$ cat src/rtl/fcr_pkg.sv
package fcr_pkg;
  localparam int NUM_RATES    = 8;
  localparam int CODE_W       = $clog2(NUM_RATES);
  localparam int BASE_RATIO   = 32;
  localparam int MAX_RATIO    = 1024;
  localparam int TARGET_RATIO = 2048;  // 16.384 MHz over 8 kHz
  localparam int CNT_W        = $clog2(MAX_RATIO + 1) + 1;
  localparam int MULT_W       = $clog2(TARGET_RATIO / BASE_RATIO + 1);

  // cycles per frame for each code, ascending
  function automatic int ratio_of(input int code);
    if (code < 4)       return BASE_RATIO * (code + 1);
    else if (code == 4) return BASE_RATIO * 6;
    else                return (BASE_RATIO * 8) << (code - 5);
  endfunction

  function automatic int factor_of(input int code);
    return TARGET_RATIO / ratio_of(code);
  endfunction
endpackage

$ cat src/rtl/fcr_fsync_edge.sv
module fcr_fsync_edge (
  input  logic clk_i,
  input  logic rst_ni,
  input  logic fsync_i,
  output logic rise_o
);
  logic smp_q, prev_q;

  always_ff @(posedge clk_i or negedge rst_ni) begin
    if (!rst_ni) begin
      smp_q  <= 1'b0;
      prev_q <= 1'b0;
    end else begin
      smp_q  <= fsync_i;
      prev_q <= smp_q;
    end
  end

  assign rise_o = smp_q & ~prev_q;

  a_r2_rise_single: assert property (@(posedge clk_i) disable iff (!rst_ni)
    rise_o |=> !rise_o);
endmodule

$ cat src/rtl/fcr_period_cnt.sv
module fcr_period_cnt #(
  parameter int CNT_W = fcr_pkg::CNT_W
) (
  input  logic             clk_i,
  input  logic             rst_ni,
  input  logic             rise_i,
  output logic [CNT_W-1:0] period_o,
  output logic             done_o
);
  logic [CNT_W-1:0] cnt_q;
  logic             armed_q;
  localparam logic [CNT_W-1:0] SAT = '1;

  always_ff @(posedge clk_i or negedge rst_ni) begin
    if (!rst_ni) begin
      cnt_q   <= '0;
      armed_q <= 1'b0;
    end else if (rise_i) begin
      cnt_q   <= CNT_W'(1);
      armed_q <= 1'b1;
    end else if (cnt_q != SAT) begin
      cnt_q <= cnt_q + CNT_W'(1);
    end
  end

  // first edge only arms: partial frame from reset is dropped
  assign done_o   = rise_i & armed_q;
  assign period_o = cnt_q;

  a_r2_reload: assert property (@(posedge clk_i) disable iff (!rst_ni)
    rise_i |=> (cnt_q == CNT_W'(1)));
  a_r7_sat_hold: assert property (@(posedge clk_i) disable iff (!rst_ni)
    (cnt_q == SAT && !rise_i) |=> (cnt_q == SAT));
endmodule

$ cat src/rtl/fcr_rate_match.sv
module fcr_rate_match #(
  parameter int CNT_W     = fcr_pkg::CNT_W,
  parameter int NUM_RATES = fcr_pkg::NUM_RATES,
  parameter int CODE_W    = fcr_pkg::CODE_W,
  parameter int MULT_W    = fcr_pkg::MULT_W
) (
  input  logic [CNT_W-1:0]  period_i,
  output logic              hit_o,
  output logic [CODE_W-1:0] code_o,
  output logic [MULT_W-1:0] mult_o
);
  logic [NUM_RATES-1:0] match;

  for (genvar i = 0; i < NUM_RATES; i++) begin : g_cmp
    localparam logic [CNT_W-1:0] LEGAL = CNT_W'(fcr_pkg::ratio_of(i));
    assign match[i] = (period_i == LEGAL);
  end

  always_comb begin
    code_o = '0;
    mult_o = '0;
    for (int i = 0; i < NUM_RATES; i++) begin
      if (match[i]) begin
        code_o = CODE_W'(i);
        mult_o = MULT_W'(fcr_pkg::factor_of(i));
      end
    end
  end

  assign hit_o = |match;

  always_comb begin
    a_r4_unique_match: assert ($onehot0(match));
  end
endmodule

$ cat src/rtl/fcr_ratio_detect.sv
module fcr_ratio_detect (
  input  logic       clk_i,
  input  logic       rst_ni,
  input  logic       fsync_i,
  output logic [2:0] rate_code_o,
  output logic [6:0] mult_o,
  output logic       valid_o,
  output logic       err_o
);
  import fcr_pkg::*;

  logic              rise;
  logic [CNT_W-1:0]  period;
  logic              meas_done;
  logic              hit;
  logic [CODE_W-1:0] code_d;
  logic [MULT_W-1:0] mult_d;
  logic [CODE_W-1:0] code_q;
  logic [MULT_W-1:0] mult_q;
  logic              valid_q, err_q;

  fcr_fsync_edge u_edge (
    .clk_i   (clk_i),
    .rst_ni  (rst_ni),
    .fsync_i (fsync_i),
    .rise_o  (rise)
  );

  fcr_period_cnt #(.CNT_W(CNT_W)) u_cnt (
    .clk_i    (clk_i),
    .rst_ni   (rst_ni),
    .rise_i   (rise),
    .period_o (period),
    .done_o   (meas_done)
  );

  fcr_rate_match #(
    .CNT_W(CNT_W), .NUM_RATES(NUM_RATES), .CODE_W(CODE_W), .MULT_W(MULT_W)
  ) u_match (
    .period_i (period),
    .hit_o    (hit),
    .code_o   (code_d),
    .mult_o   (mult_d)
  );

  // single capture per reset; retry while not valid
  always_ff @(posedge clk_i or negedge rst_ni) begin
    if (!rst_ni) begin
      code_q  <= '0;
      mult_q  <= '0;
      valid_q <= 1'b0;
      err_q   <= 1'b0;
    end else if (meas_done && !valid_q) begin
      valid_q <= hit;
      err_q   <= ~hit;
      if (hit) begin
        code_q <= code_d;
        mult_q <= mult_d;
      end
    end
  end

  assign rate_code_o = code_q;
  assign mult_o      = valid_q ? mult_q : '0;
  assign valid_o     = valid_q;
  assign err_o       = err_q;

  a_r8_frozen: assert property (@(posedge clk_i) disable iff (!rst_ni)
    valid_o |=> (valid_o && !err_o && $stable(rate_code_o) && $stable(mult_o)));
  a_r6_err_excl: assert property (@(posedge clk_i) disable iff (!rst_ni)
    err_o |-> !valid_o);
  a_r5_mult_idle: assert property (@(posedge clk_i) disable iff (!rst_ni)
    !valid_o |-> (mult_o == '0));
  a_r4_capture_src: assert property (@(posedge clk_i) disable iff (!rst_ni)
    $rose(valid_o) |-> $past(meas_done));
  a_r5_mult_nonzero: assert property (@(posedge clk_i) disable iff (!rst_ni)
    valid_o |-> (mult_o != '0));
endmodule

$ cat config.mk
export PLATFORM = sky130hd
export DESIGN_NAME = fcr_ratio_detect
export DESIGN_NICKNAME = d
export VERILOG_FILES = /design/src/rtl/fcr_pkg.sv /design/src/rtl/fcr_fsync_edge.sv /design/src/rtl/fcr_period_cnt.sv /design/src/rtl/fcr_rate_match.sv /design/src/rtl/fcr_ratio_detect.sv
export SDC_FILE = /design/constraint.sdc
export NUM_CORES = 1
export LEC_CHECK = 0
export BUFFER_PORTS_ARGS = -buffer_cell sky130_fd_sc_hd__buf_2
export CAP_MARGIN = 5
export CORE_ASPECT_RATIO = 1.4
export CORE_MARGIN = 5
export CORE_UTILIZATION = 45
export DETAILED_ROUTE_END_ITERATION = 10
export PLACE_DENSITY = 0.67
export SLEW_MARGIN = 20
export SYNTH_ARGS = -nofsm -noshare
export SYNTH_HDL_FRONTEND = slang
export SYNTH_HIERARCHICAL = 1
export SYNTH_SLANG_ARGS = --single-unit
$ cat constraint.sdc
create_clock -name clk_i -period 2.6 [get_ports clk_i]
set_clock_uncertainty 0.15 [all_clocks]
set_input_delay 0.39 -clock clk_i [delete_from_list [all_inputs] [get_ports clk_i]]
set_output_delay 0.39 -clock clk_i [all_outputs]
set_load 0.01 [all_outputs]
==> impl_metrics.env <==
export IMPL_syn_area_per_cell_um2=10.5
export IMPL_outcome="completed"
export IMPL_maxCapViolations=0
export IMPL_crit_path_end_kind="register"
export IMPL_final_util=0.531
export IMPL_total_power_uw=904
export IMPL_drtPass1Iterations=4
export IMPL_worst_pin_slew_ps=591
export IMPL_r2r_cells=7
export IMPL_cts_setup_buffers=0
export IMPL_io_buffers=14
export IMPL_dieArea_um2=4850
export IMPL_slew_viol_final=0
export IMPL_antenna_found_initial=0
export IMPL_hp_class="input pin to register"
export IMPL_finalCritPeriodShare=0.937
export IMPL_max_slew_margin=0.606
export IMPL_multi_input_area_um2=861
export IMPL_clk_pin_slew_ps=90
export IMPL_synth_nets=155
export IMPL_synth_ff_type="dfrtp_1"
export IMPL_gp_congestion=0.778
export IMPL_grt_pass1_wl_um=5500
export IMPL_ys_warnings_count=6
export IMPL_setup_violations=0
export IMPL_cp_arrival_ps=2450
export IMPL_hold_ws_ps=66.7
export IMPL_path_class="register to register"
export IMPL_timing_final_crit_period_ps=2440
export IMPL_vias=1206
export IMPL_cts_buffer_depth=2
export IMPL_fin_setup_tns_ps=0
export IMPL_synth_area_um2=1590
export IMPL_wl_um=3220
export IMPL_clock_sinks=27
export IMPL_num_antenna_cells=0
export IMPL_drc=0
export IMPL_htree_num_levels=1
export IMPL_grtUsageTotal=0.150
export IMPL_register_area_um2=676
export IMPL_start_util=0.467
export IMPL_hpwlAfterDp_um=2450
export IMPL_synth_cell_types=55
export IMPL_holdPathStages=1
export IMPL_dieHeight_um=80.4
export IMPL_layout_nets=181
export IMPL_netlist_area_leader_share=0.424
export IMPL_power_leakage_uw=0.000839
export IMPL_ir_drop_uv=290
export IMPL_fillers=299
export IMPL_rsz0062_at_grt="no"
export IMPL_drt_iter0_markers=48
export IMPL_max_freq_ghz=0.410
export IMPL_ys_seq_area_frac=0.424
export IMPL_async_flop_share=1.00
export IMPL_vias_per_cell=5.58
export IMPL_std_cell_rows=25
export IMPL_ant_nets=0
export IMPL_yosysTopAreaCell="dfrtp_1"
export IMPL_clock_latency_ps=270
export IMPL_synthCells=151
export IMPL_critical_path_peak_fanout=10
export IMPL_hold_violations=0
export IMPL_fp_coreArea_um2=3410
export IMPL_cts_resized=0
export IMPL_p_per_area_nw_per_um2=499
export IMPL_wire_per_inst_um=14.9
export IMPL_hold_buffers=1
export IMPL_grt_start_max_net_pins=28
export IMPL_grt_pass1_vias=1254
export IMPL_cts_tree="yes"
export IMPL_synth_area_leaders="dfrtp_1 (42%), mux2_4 (9.4%), and2_2 (3.3%)"
export IMPL_die_w_um=60.3
export IMPL_startpoint_type="register"
export IMPL_drive_gt1_frac=0.352
export IMPL_synth_seq_cells=27
export IMPL_synth_edf_count=0
export IMPL_syn_to_final_growth_pct=13.7
export IMPL_cts_root_buf="clkbuf_8"
export IMPL_io_pins=15
export IMPL_numCtsBuffers=3
export IMPL_cp_required_ps=2610
export IMPL_grt_overflow=0
==> metrics by stage <==
stage | setup WS [ps] | cells | area [µm²]
2_1_floorplan | 263 | 151 | 1590
3_3_place_gp | 248 | 211 | 1750
3_5_place_dp | 161 | 211 | 1750
4_1_cts | 149 | 216 | 1810
5_1_grt | 45.4 | 216 | 1810
6_report | 163 | 216 | 1810
==> power breakdown <==
part | leakage, µW | switching (µW) | total, µW | internal (µW)
Sequential | 0.000356 | 46.9 | 494 | 447
Clock | 0.0000255 | 133 | 240 | 107
Combinational | 0.000458 | 90.0 | 169 | 79.2
==> layer usage <==
layer  share of wire  track usage
met5               0            0
met4           0.018       0.0665
met3           0.037       0.0193
met2            0.56        0.297
met1            0.38        0.145
==> layout make-up <==
class / instances / area share
multi-input cells: 115 / 0.475
clock buffers: 3 / 0.0228
flip-flops and latches: 27 / 0.373
clock inverters: 1 / 0.00276
well taps: 40 / 0.0276
inverters: 4 / 0.00829
repair buffers: 26 / 0.0898
==> cell families (layout without fill, tap and decap cells) <==
group	Yosys count	count (layout)	share of synthesized area
compound gates	26	26	0.106
xor+xnor	4	4	0.0220
fa+ha+maj	1	1	0.00785
buf+inv	9	34	0.0353
flops	27	27	0.424
mux	12	12	0.107
simple gates	72	72	0.298
==> final timing paths <==
| path | slack (ps) | to | start |
|---|---|---|---|
| min in group asynchronous | 500 | mult_q[4]$_DFFE_PN0P_ | rst_ni |
| max | 160 | mult_q[4]$_DFFE_PN0P_ | u_cnt/period_o[1]$_DFFE_PN0P_ |
| max reg2reg | 160 | mult_q[4]$_DFFE_PN0P_ | u_cnt/period_o[1]$_DFFE_PN0P_ |
| min reg2reg | 240 | u_edge/prev_q$_DFF_PN0_ | u_edge/smp_q$_DFF_PN0_ |
| max in group asynchronous | 1410 | u_cnt/period_o[11]$_DFFE_PN0P_ | rst_ni |
| min | 70 | u_edge/smp_q$_DFF_PN0_ | fsync_i |
==> synthesized netlist by cell type (all sizes together) (2+ instances only) <==
library cell	count
dfrtp	27
nor2	14
a21oi	10
mux2	10
nand2	10
and2	8
nand3	7
nor3	6
nor4	5
o21ai	5
inv	4
or4	4
nand2b	3
or3	3
a211oi	2
buf	2
mux2i	2
nor2b	2
nor4b	2
or2	2
xnor2	2
xor2	2
==> sequential cells by signal (all words and copies together) (netlist names) <==
| signal | cells |
|---|---|
| u_cnt/period_o | 12 |
| err_o | 1 |
| u_cnt/armed_q | 1 |
| u_edge/prev_q | 1 |
| rate_code_o | 3 |
| valid_o | 1 |
| u_edge/smp_q | 1 |
| mult_q | 7 |
==> worst max-delay path: stages (launching register included) <==
cell	delay, ps
dfrtp_1	390
or4_4	540
nor4_1	280
nand2_1	130
o2bb2ai_1	230
nand3b_1	100
buf_4	200
mux2_4	310
==> cell usage in the layout (no fill, tap or decap), types with 2 or more instances in the layout <==
cell type	n
o21ai_0	4
or4_4	3
xor2_1	2
xnor2_1	2
mux2_4	10
nand3_1	5
nand2_1	9
inv_1	4
dfrtp_1	27
buf_2	14
nor4_1	3
nor2_1	14
nor3_1	5
nand2b_1	3
nor4b_1	2
a21oi_1	10
mux2i_1	2
a211oi_1	2
and2_2	7
buf_4	11
clkbuf_8	3
Note: power is estimated with default switching activity, not from simulation.
